$ cat src/rtl/dreq_pkg.sv
package dreq_pkg;

    // Channel field width of the serial message and the resulting channel count
    localparam int CHAN_W   = 3;
    localparam int NUM_CHAN = 1 << CHAN_W;

    typedef logic [CHAN_W-1:0]   chan_t;
    typedef logic [NUM_CHAN-1:0] chan_vec_t;

    typedef enum logic [2:0] {
        ST_IDLE    = 3'd0,
        ST_CHAN    = 3'd1,
        ST_ACT     = 3'd2,
        ST_GAP     = 3'd3,
        ST_RECOVER = 3'd4
    } frm_state_t;

    // Outcome of the framer in the current clock
    typedef struct packed {
        logic  done;
        logic  bad;
        logic  act;
        chan_t chan;
    } frm_evt_t;

    function automatic chan_vec_t chan_onehot(input chan_t c);
        chan_vec_t v;
        v    = '0;
        v[c] = 1'b1;
        return v;
    endfunction

endpackage

$ cat src/rtl/dreq_framer.sv
module dreq_framer
    import dreq_pkg::*;
#(
    parameter int GAP_CLKS = 1
) (
    input  logic     clk,
    input  logic     rst,
    input  logic     line_n,
    output frm_evt_t evt
);

    localparam int CNT_W = (CHAN_W > 1) ? $clog2(CHAN_W) : 1;
    localparam int GAP_W = (GAP_CLKS > 1) ? $clog2(GAP_CLKS) : 1;

    frm_state_t        state;
    chan_t             shift_q;
    logic [CNT_W-1:0]  bit_cnt;
    logic [GAP_W-1:0]  gap_cnt;
    logic              act_q;
    logic              gap_last;

    assign gap_last  = (gap_cnt == GAP_W'(GAP_CLKS - 1));

    always_comb begin
        evt.done = (state == ST_GAP) && line_n && gap_last;
        evt.bad  = (state == ST_GAP) && !line_n;
        evt.act  = act_q;
        evt.chan = shift_q;
    end

    always_ff @(posedge clk) begin
        if (rst) begin
            state   <= ST_IDLE;
            shift_q <= '0;
            bit_cnt <= '0;
            gap_cnt <= '0;
            act_q   <= 1'b0;
        end else begin
            unique case (state)
                ST_IDLE: begin
                    if (!line_n) begin
                        state   <= ST_CHAN;
                        bit_cnt <= '0;
                    end
                end
                ST_CHAN: begin
                    shift_q <= {shift_q[CHAN_W-2:0], line_n};
                    if (bit_cnt == CNT_W'(CHAN_W - 1)) begin
                        state <= ST_ACT;
                    end else begin
                        bit_cnt <= bit_cnt + 1'b1;
                    end
                end
                ST_ACT: begin
                    act_q   <= line_n;
                    gap_cnt <= '0;
                    state   <= ST_GAP;
                end
                ST_GAP: begin
                    if (!line_n) begin
                        state <= ST_RECOVER;
                    end else if (gap_last) begin
                        state <= ST_IDLE;
                    end else begin
                        gap_cnt <= gap_cnt + 1'b1;
                    end
                end
                ST_RECOVER: begin
                    if (line_n) begin
                        state <= ST_IDLE;
                    end
                end
                default: state <= ST_IDLE;
            endcase
        end
    end


    idle_hold_chk: assert property (@(posedge clk) disable iff (rst)
        (state == ST_IDLE && line_n) |=> (state == ST_IDLE));


    recover_hold_chk: assert property (@(posedge clk) disable iff (rst)
        (state == ST_RECOVER && !line_n) |=> (state == ST_RECOVER));


    bad_no_done_chk: assert property (@(posedge clk) disable iff (rst)
        evt.bad |-> !evt.done);

endmodule

$ cat src/rtl/dreq_req_bank.sv
module dreq_req_bank
    import dreq_pkg::*;
(
    input  logic      clk,
    input  logic      rst,
    input  logic      msg_v,
    input  chan_t     msg_c,
    input  logic      msg_act,
    input  logic      fin_v,
    input  chan_t     fin_c,
    output chan_vec_t pending
);

    chan_vec_t msg_hit;
    chan_vec_t fin_hit;

    assign msg_hit = msg_v ? chan_onehot(msg_c) : '0;
    assign fin_hit = fin_v ? chan_onehot(fin_c) : '0;

    for (genvar g = 0; g < NUM_CHAN; g++) begin : g_bit
        always_ff @(posedge clk) begin
            if (rst) begin
                pending[g] <= 1'b0;
            end else if (msg_hit[g]) begin
                pending[g] <= msg_act;
            end else if (fin_hit[g]) begin
                pending[g] <= 1'b0;
            end
        end


        untouched_stable_chk: assert property (@(posedge clk) disable iff (rst)
            !(msg_hit[g] || fin_hit[g]) |=> $stable(pending[g]));
    end


    set_beats_clear_chk: assert property (@(posedge clk) disable iff (rst)
        (msg_v && msg_act && fin_v && fin_c == msg_c) |=> pending[$past(msg_c)]);


    fin_clear_chk: assert property (@(posedge clk) disable iff (rst)
        (fin_v && !(msg_v && msg_c == fin_c)) |=> !pending[$past(fin_c)]);

endmodule

$ cat src/rtl/dreq_evt_stage.sv
module dreq_evt_stage
    import dreq_pkg::*;
(
    input  logic     clk,
    input  logic     rst,
    input  frm_evt_t evt,
    output logic     msg_valid,
    output chan_t    msg_chan,
    output logic     msg_act,
    output logic     wd_pulse,
    output chan_t    wd_chan,
    output logic     frame_err
);

    always_ff @(posedge clk) begin
        if (rst) begin
            msg_valid <= 1'b0;
            msg_chan  <= '0;
            msg_act   <= 1'b0;
            wd_pulse  <= 1'b0;
            wd_chan   <= '0;
            frame_err <= 1'b0;
        end else begin
            msg_valid <= evt.done;
            wd_pulse  <= evt.done && !evt.act;
            frame_err <= evt.bad;
            if (evt.done) begin
                msg_chan <= evt.chan;
                msg_act  <= evt.act;
            end
            if (evt.done && !evt.act) begin
                wd_chan <= evt.chan;
            end
        end
    end


    msg_single_pulse_chk: assert property (@(posedge clk) disable iff (rst)
        msg_valid |=> !msg_valid);


    err_single_pulse_chk: assert property (@(posedge clk) disable iff (rst)
        frame_err |=> !frame_err);

endmodule

$ cat src/rtl/dreq_serial_decoder.sv
module dreq_serial_decoder
    import dreq_pkg::*;
#(
    parameter int GAP_CLKS = 1
) (
    input  logic                clk,
    input  logic                rst,
    input  logic                dreq_n,
    input  logic                xfer_done,
    input  logic [CHAN_W-1:0]   xfer_chan,
    output logic [NUM_CHAN-1:0] req_pend,
    output logic                msg_valid,
    output logic [CHAN_W-1:0]   msg_chan,
    output logic                msg_act,
    output logic                wd_pulse,
    output logic [CHAN_W-1:0]   wd_chan,
    output logic                frame_err
);

    frm_evt_t evt;

    dreq_framer #(
        .GAP_CLKS (GAP_CLKS)
    ) u_framer (
        .clk    (clk),
        .rst    (rst),
        .line_n (dreq_n),
        .evt    (evt)
    );

    dreq_req_bank u_bank (
        .clk     (clk),
        .rst     (rst),
        .msg_v   (evt.done),
        .msg_c   (evt.chan),
        .msg_act (evt.act),
        .fin_v   (xfer_done),
        .fin_c   (xfer_chan),
        .pending (req_pend)
    );

    dreq_evt_stage u_evt (
        .clk       (clk),
        .rst       (rst),
        .evt       (evt),
        .msg_valid (msg_valid),
        .msg_chan  (msg_chan),
        .msg_act   (msg_act),
        .wd_pulse  (wd_pulse),
        .wd_chan   (wd_chan),
        .frame_err (frame_err)
    );


    set_visible_chk: assert property (@(posedge clk) disable iff (rst)
        (msg_valid && msg_act) |-> req_pend[msg_chan]);


    withdraw_clear_chk: assert property (@(posedge clk) disable iff (rst)
        wd_pulse |-> (msg_valid && !msg_act && wd_chan == msg_chan && !req_pend[wd_chan]));


    err_excludes_msg_chk: assert property (@(posedge clk) disable iff (rst)
        frame_err |-> !(msg_valid || wd_pulse));

endmodule

$ cat config.mk
export PLATFORM = sky130hd
export DESIGN_NAME = dreq_serial_decoder
export DESIGN_NICKNAME = d
export VERILOG_FILES = /design/src/rtl/dreq_pkg.sv /design/src/rtl/dreq_framer.sv /design/src/rtl/dreq_req_bank.sv /design/src/rtl/dreq_evt_stage.sv /design/src/rtl/dreq_serial_decoder.sv
export SDC_FILE = /design/constraint.sdc
export NUM_CORES = 1
export LEC_CHECK = 0
export BUFFER_PORTS_ARGS = -buffer_cell sky130_fd_sc_hd__buf_4
export CAP_MARGIN = 20
export CORE_ASPECT_RATIO = 1.25
export CORE_UTILIZATION = 35
export DETAILED_ROUTE_END_ITERATION = 10
export SLEW_MARGIN = 20
export SYNTH_ARGS = -nofsm -noshare
export SYNTH_HDL_FRONTEND = slang
export SYNTH_SLANG_ARGS = --single-unit
$ cat constraint.sdc
create_clock -name clk -period 2.5 [get_ports clk]
set_input_delay 0.125 -clock clk [delete_from_list [all_inputs] [get_ports clk]]
set_output_delay 0.125 -clock clk [all_outputs]
set_load 0.1 [all_outputs]
-- Yosys cells after proc, flatten, opt, wreduce, memory -nomap -nowiden
Index checks and enable logic that the tools add are counted.
- bits in registers: 28
- bits in latches: 0
- RAM bits: 0
- memory bits (read-only): 0
- input bits: 7
- output and inout bits: 18
- logic and storage cells: 93
- memories: 0
- add/subtract/negate cells: 2
- multipliers: 0
- div/mod/pow operators: 0
- $lt $le $gt $ge: 4
- equal/unequal tests: 11
- shifts and indexed selects: 0
- muxes and demuxes: 34
- bitwise operators: 1
- reduce and logical (&&, ||, !) cells: 22
- operator list (operator ; number):
    two-way mux 1 bit ; 20
    nonzero test 2 bit ; 10
    two-way mux 8 bit ; 2
    two-way mux 3 bit ; 5
    case mux 3 bit (5 select lines) ; 1
    < comparator 3 x 4 -> 1 bit (second input constant) ; 2
    != test 2 bit (second input constant) ; 4
    demux 1 bit (select 3 bit) ; 2
    equality test 3 x 2 -> 1 bit (second input constant) ; 2
    greater-or-equal comparator 3 x 1 -> 1 bit (second input constant) ; 2
    logical AND 1 bit ; 6
    two-way mux 2 bit ; 2
    case mux 2 bit (2 select lines) ; 1
    AND reduction 4 bit ; 1
    equality test 3 x 1 -> 1 bit (second input constant) ; 1
    equality test 3 bit (second input constant) ; 1
    zero test 3 bit ; 1
    != test 3 bit (second input constant) ; 1
    AND reduction 3 bit ; 1
    adder 2 x 1 -> 2 bit (second input constant) ; 1
    equality test 2 bit (second input constant) ; 1
    zero test 1 bit ; 2
    != test 2 x 1 -> 1 bit (second input constant) ; 1
    case mux 1 bit (2 select lines) ; 1
    other kinds (3) ; 3

-- Longest topological paths before layout
- word-level depth: 7
- depth in mapped cells: 5

-- Modules after synthesis
From an unflattened synthesis, not the netlist that was laid out.
- cell total of the unflattened synthesis: 128
- area, all modules: 1322.5 um2
- by module, submodules not included (module ; times used ; cells an instance ; area an instance (um2) ; sequential area each (um2)):
    dreq_req_bank ; 1 ; 50 ; 480.5 ; 160.2
    dreq_framer ; 1 ; 45 ; 455.4 ; 180.2
    dreq_evt_stage ; 1 ; 33 ; 386.6 ; 200.2

-- Worst setup path after synthesis
Ideal clock, no wire load.
- kind: flip-flop to flip-flop
- start point: register, netlist name u_bank.pending[1]
- end point: register u_bank.pending[1]
- setup time: 0.075 ns
- arrival time: 1.365 ns
- setup slack: 1.059 ns
- cell stages (with the launch flop): 3
- path buffers: 0
- clock period less this slack: 1.441 ns
- cells stage by stage: dfxtp_1 o311ai_0 mux2i_1
- RTL lines (element ; line ; RTL):
    end signal: indexed assignment ; dreq_req_bank.sv:25 ; pending[g] <= msg_act;
    end: declaration ; dreq_req_bank.sv:11 ; output chan_vec_t pending

-- Worst setup path after layout
- start point: register u_framer.state[1]
- end point: register u_bank.pending[3]
- word-level cells in the longest chain between the ends: 5
- elaborated cells on any way between the ends: 6
- ends and longest elaborated chain (element ; line ; RTL):
    start: declaration ; dreq_framer.sv:15 ; frm_state_t state;
    start signal: assignment ; dreq_framer.sv:33 ; state <= ST_IDLE;
    start signal: assignment ; dreq_framer.sv:42 ; state <= ST_CHAN;
    start signal: assignment ; dreq_framer.sv:49 ; state <= ST_ACT;
    equality test 3 x 2 -> 1 bit * ; dreq_framer.sv:25 ; evt.done = (state == ST_GAP) && line_n && gap_last;
    logical AND 1 bit * (2 in series) ; dreq_framer.sv:25 ;
    two-way mux 8 bit * ; dreq_req_bank.sv:17 ; assign msg_hit = msg_v ? chan_onehot(msg_c) : '0;
    two-way mux 1 bit or nonzero test 2 bit (tied branches) ; - ;
Every way passes the cells marked *; elsewhere a longest branch is shown, timed or not.
A chain may end at the register's enable or synchronous reset.

==> reports/results.md <==
| Step | Parameter | This run |
|:---|:---|:---|
| drt | Sum of routed wire length over all layers | 2480 um |
| die | Die extent in y | 68.3 um |
| worst setup path | CP required | 2650 ps |
| sta | Final Critical Period | 1490 ps |
| clocking | Post-cts resize count | 0 |
| yosys | Most instantiated flip-flop cell in the synthesis netlist | sky130_fd_sc_hd__dfxtp_1 |
| yosys | Cell area after synthesis | 1230 um^2 |
| sta | Post-route worst hold slack | 95.7 ps |
| worst setup path | Kind of cell adding the most delay to the critical path | simple AND/OR/NAND/NOR gates |
| yosys | Number of synthesized flops with an enable pin | 0 |
| final layout | Layout-stage area growth over the synthesis result | 17.0% |
| die | Core area | 3280 um^2 |
| die | Starting density of the core | 37.5% |
| worst setup path | Endpoint kind of the worst setup timing path | flop |
| sta | Post-route clock period utilization | 59.4% |
| drt | Vias per inst | 5.20 |
| drt | Drt wl/cell | 13.5 um |
| worst setup path | Critical Path AT | 1640 ps |
| drt | Drt first pass iters | 3 |
| die | Die area | 3760 um^2 |
| place | Port Buffers | 24 |
| yosys | Synth async-reset ratio | 0% |
| sta | Final hold vios | 0 |
| pwr | Leakage dissipation | 0.563 nW |
| grt | Number of antenna violations at the first check in global routing | 0 |
| worst setup path | Worst Path Class, Setup | flop to flop |
| grt | Vias in the first global route | 919 |
| pwr | Peak VDD IR | 0.258 mV |
| place | HPWL after detailed placement | 1800 um |
| sta | Sum of negative setup slack | 0 ps |
| die | Number of placed I/O pins | 25 |
| grt | All-Layer GR Usage | 15.0% |
| yosys | Synth Register Bits | 27 |
| place | RePlAce Congestion | 0.777 |
| die | Chip width | 55.0 um |
| sta | Max-slew headroom at the worst pin | 69.9% |
| worst setup path | Critical-path maximum fanout | 11 |
| final layout | Nets | 155 |
| clocking | Clock insertion delay at the later pin of the skew report | 270 ps |
| sta | Max frequency | 673 MHz |
| clocking | CTS sink count | 27 |
| clocking | TritonCTS clock tree | done |
| yosys | Yosys cell types | 35 |
| die | Number of rows in the core area | 23 |
| worst hold path | Worst min path class | primary input to flop |
| place | Placed inst area | 1390 um^2 |
| pwr | Power per Cell Area | 512 nW/um^2 |
| yosys | Post-synth net total | 138 |
| worst setup path | Worst path cell trace | and4b_1 -> nand4b_1 -> mux2i_1 |
| clocking | TritonCTS Buffers | 3 |
| clocking | Clock tree buffer depth | 2 |
| sta | Setup Viol. Count Final | 0 |
| yosys | Mapped Cells | 130 |
| clocking | Total of hold buffers inserted after clock tree synthesis | 0 |
| worst setup path | Longest individual stage delay on the worst path | 550 ps |
| yosys | Warnings, synthesis | 0 |
| final layout | Antenna diode instance count | 0 |
| grt | First-pass GRT wire length | 4120 um |
| drt | Total via count after detailed routing | 952 |
| grt | Largest net degree at the start of global routing | 21 |
| sta | Slew @ Worst Pin | 451 ps |
| worst setup path | Buffering stage count on the worst path with inverters included | 0 |
| sta | Unrepaired setup endpoints after global routing | no |
| drt | Starting DRT DRC Count | 24 |
| clocking | Cell at the root of the clock tree | sky130_fd_sc_hd__clkbuf_8 |
| yosys | Register area share after synthesis | 43.9% |
| outcome | Status | finished clean |
| drt | Number of nets still failing antenna checks after routing | 0 |
| clocking | Post-CTS Repair Setup Buffers | 0 |
| yosys | Mean Syn Cell Area | 9.46 um^2 |
| final layout | Proportion of layout cells with a drive suffix above 1 | 22.6% |
| grt | Congestion Overflow GR | 0 |
| worst setup path | Slowest CP cell | sky130_fd_sc_hd__dfxtp_1 |
| drt | DRC violation count after routing | 0 |
| clocking | Clock transition at the register clock pins on the worst setup and hold paths after CTS | 90 ps |
| sta | Slew Viols, Final | 0 |
| job | Max-Cap Viols | 0 |
| sta | Clock Skews | 2.20 ps |
| final layout | Design Area, Final | 1440 um^2 |
| worst setup path | CP startpoint kind | flop |
| clocking | Max H-tree Level | 1 |
==> cells in the final DEF (no fill, tap or decap), drive strengths merged, types with 3 or more instances in the layout <==
cell type,n
clkbuf,3
nand3b,5
o311ai,4
o21ai,5
buf,24
mux2i,12
nor3,3
a21oi,8
nand4b,3
dfxtp,27
nor2,8
o211ai,4
nand2,14
nand2b,4
inv,3
==> power by group <==
group | leakage (nW) | internal (mW) | switching [mW]
clock | 0.0255 | 0.112 | 0.135
sequential | 0.218 | 0.434 | 0.0106
combinational | 0.320 | 0.0194 | 0.0255
total | 0.563 | 0.565 | 0.171
==> per-layer routing <==
| layer | wire (um) | GRT usage [%] | vias up |
|---|---|---|---|
| li1 | - | - | 497 |
| met1 | 1090 | 18.3 | 436 |
| met2 | 1280 | 25.5 | 17 |
| met3 | 83 | 2.89 | 2 |
| met4 | 19 | 5.63 | 0 |
| met5 | 0 | 0 | - |
==> sequential cells by signal, summed over array words and instances, names as in the netlist <==
register	cells
u_framer.shift_q	3
u_evt.frame_err	1
u_framer.state	3
u_framer.bit_cnt	2
u_evt.msg_act	1
u_evt.wd_chan	3
u_bank.pending	8
u_evt.msg_chan	3
u_evt.msg_valid	1
u_framer.act_q	1
u_evt.wd_pulse	1
==> area by class of cell <==
type	instances	area, um^2
tap	37	46.3
timing repair buffer	24	180
fill	363	1840
sequential	27	541
clock inverter	1	5.00
inverter	3	11.3
clock buffer	3	41.3
multi-input combinational	88	614
==> cell families (layout without fill, tap and decap cells) <==
kind of cell	Yosys count	in the layout	share of synthesized area (%)
multiplexers	12	12	9.77
adder cells (fa/ha/maj)	1	1	1.02
buffers and inverters	15	31	6.10
AO/OA/AOI/OAI	26	26	13.7
flip-flops	27	27	43.9
AND/OR/NAND/NOR	49	49	25.4
==> path summary, 6_finish.rpt <==
path / start / to / slack, ps / cells after the start
setup / recovery: u_framer.state[1] / u_bank.pending[3] / 1010 / 3
hold / removal: dreq_n / u_evt.frame_err / 100 / 2
setup reg to reg: u_framer.state[1] / u_bank.pending[3] / 1010 / 3
hold reg to reg: u_evt.msg_chan[1] / u_evt.msg_chan[1] / 460 / 2
==> synthesized netlist by cell type, types with 4 or more instances <==
library cell	instances	area, um^2
sky130_fd_sc_hd__nand2_1	14	52.6
sky130_fd_sc_hd__o211ai_1	4	30.0
sky130_fd_sc_hd__a21oi_1	8	40.0
sky130_fd_sc_hd__mux2i_1	12	120
sky130_fd_sc_hd__nor2_1	8	30.0
sky130_fd_sc_hd__clkbuf_1	4	15.0
sky130_fd_sc_hd__dfxtp_1	27	541
sky130_fd_sc_hd__nand3b_1	5	37.5
sky130_fd_sc_hd__nand2b_1	4	25.0
sky130_fd_sc_hd__buf_2	6	30.0
sky130_fd_sc_hd__o311ai_0	4	35.0
==> stage by stage <==
stage | worst slack [ps] | util (%) | cells | power (mW)
3_5_place_dp | 1020 | 42.4 | 179 | 0.500
3_3_place_gp | 1080 | 42.4 | 179 | 0.498
6_report | 1010 | 43.9 | 183 | 0.736
4_1_cts | 1020 | 43.9 | 183 | 0.747
2_1_floorplan | 1060 | - | 130 | 0.484
5_1_grt | 894 | 43.9 | 183 | 0.766
Power figures use the tool's default switching activity.
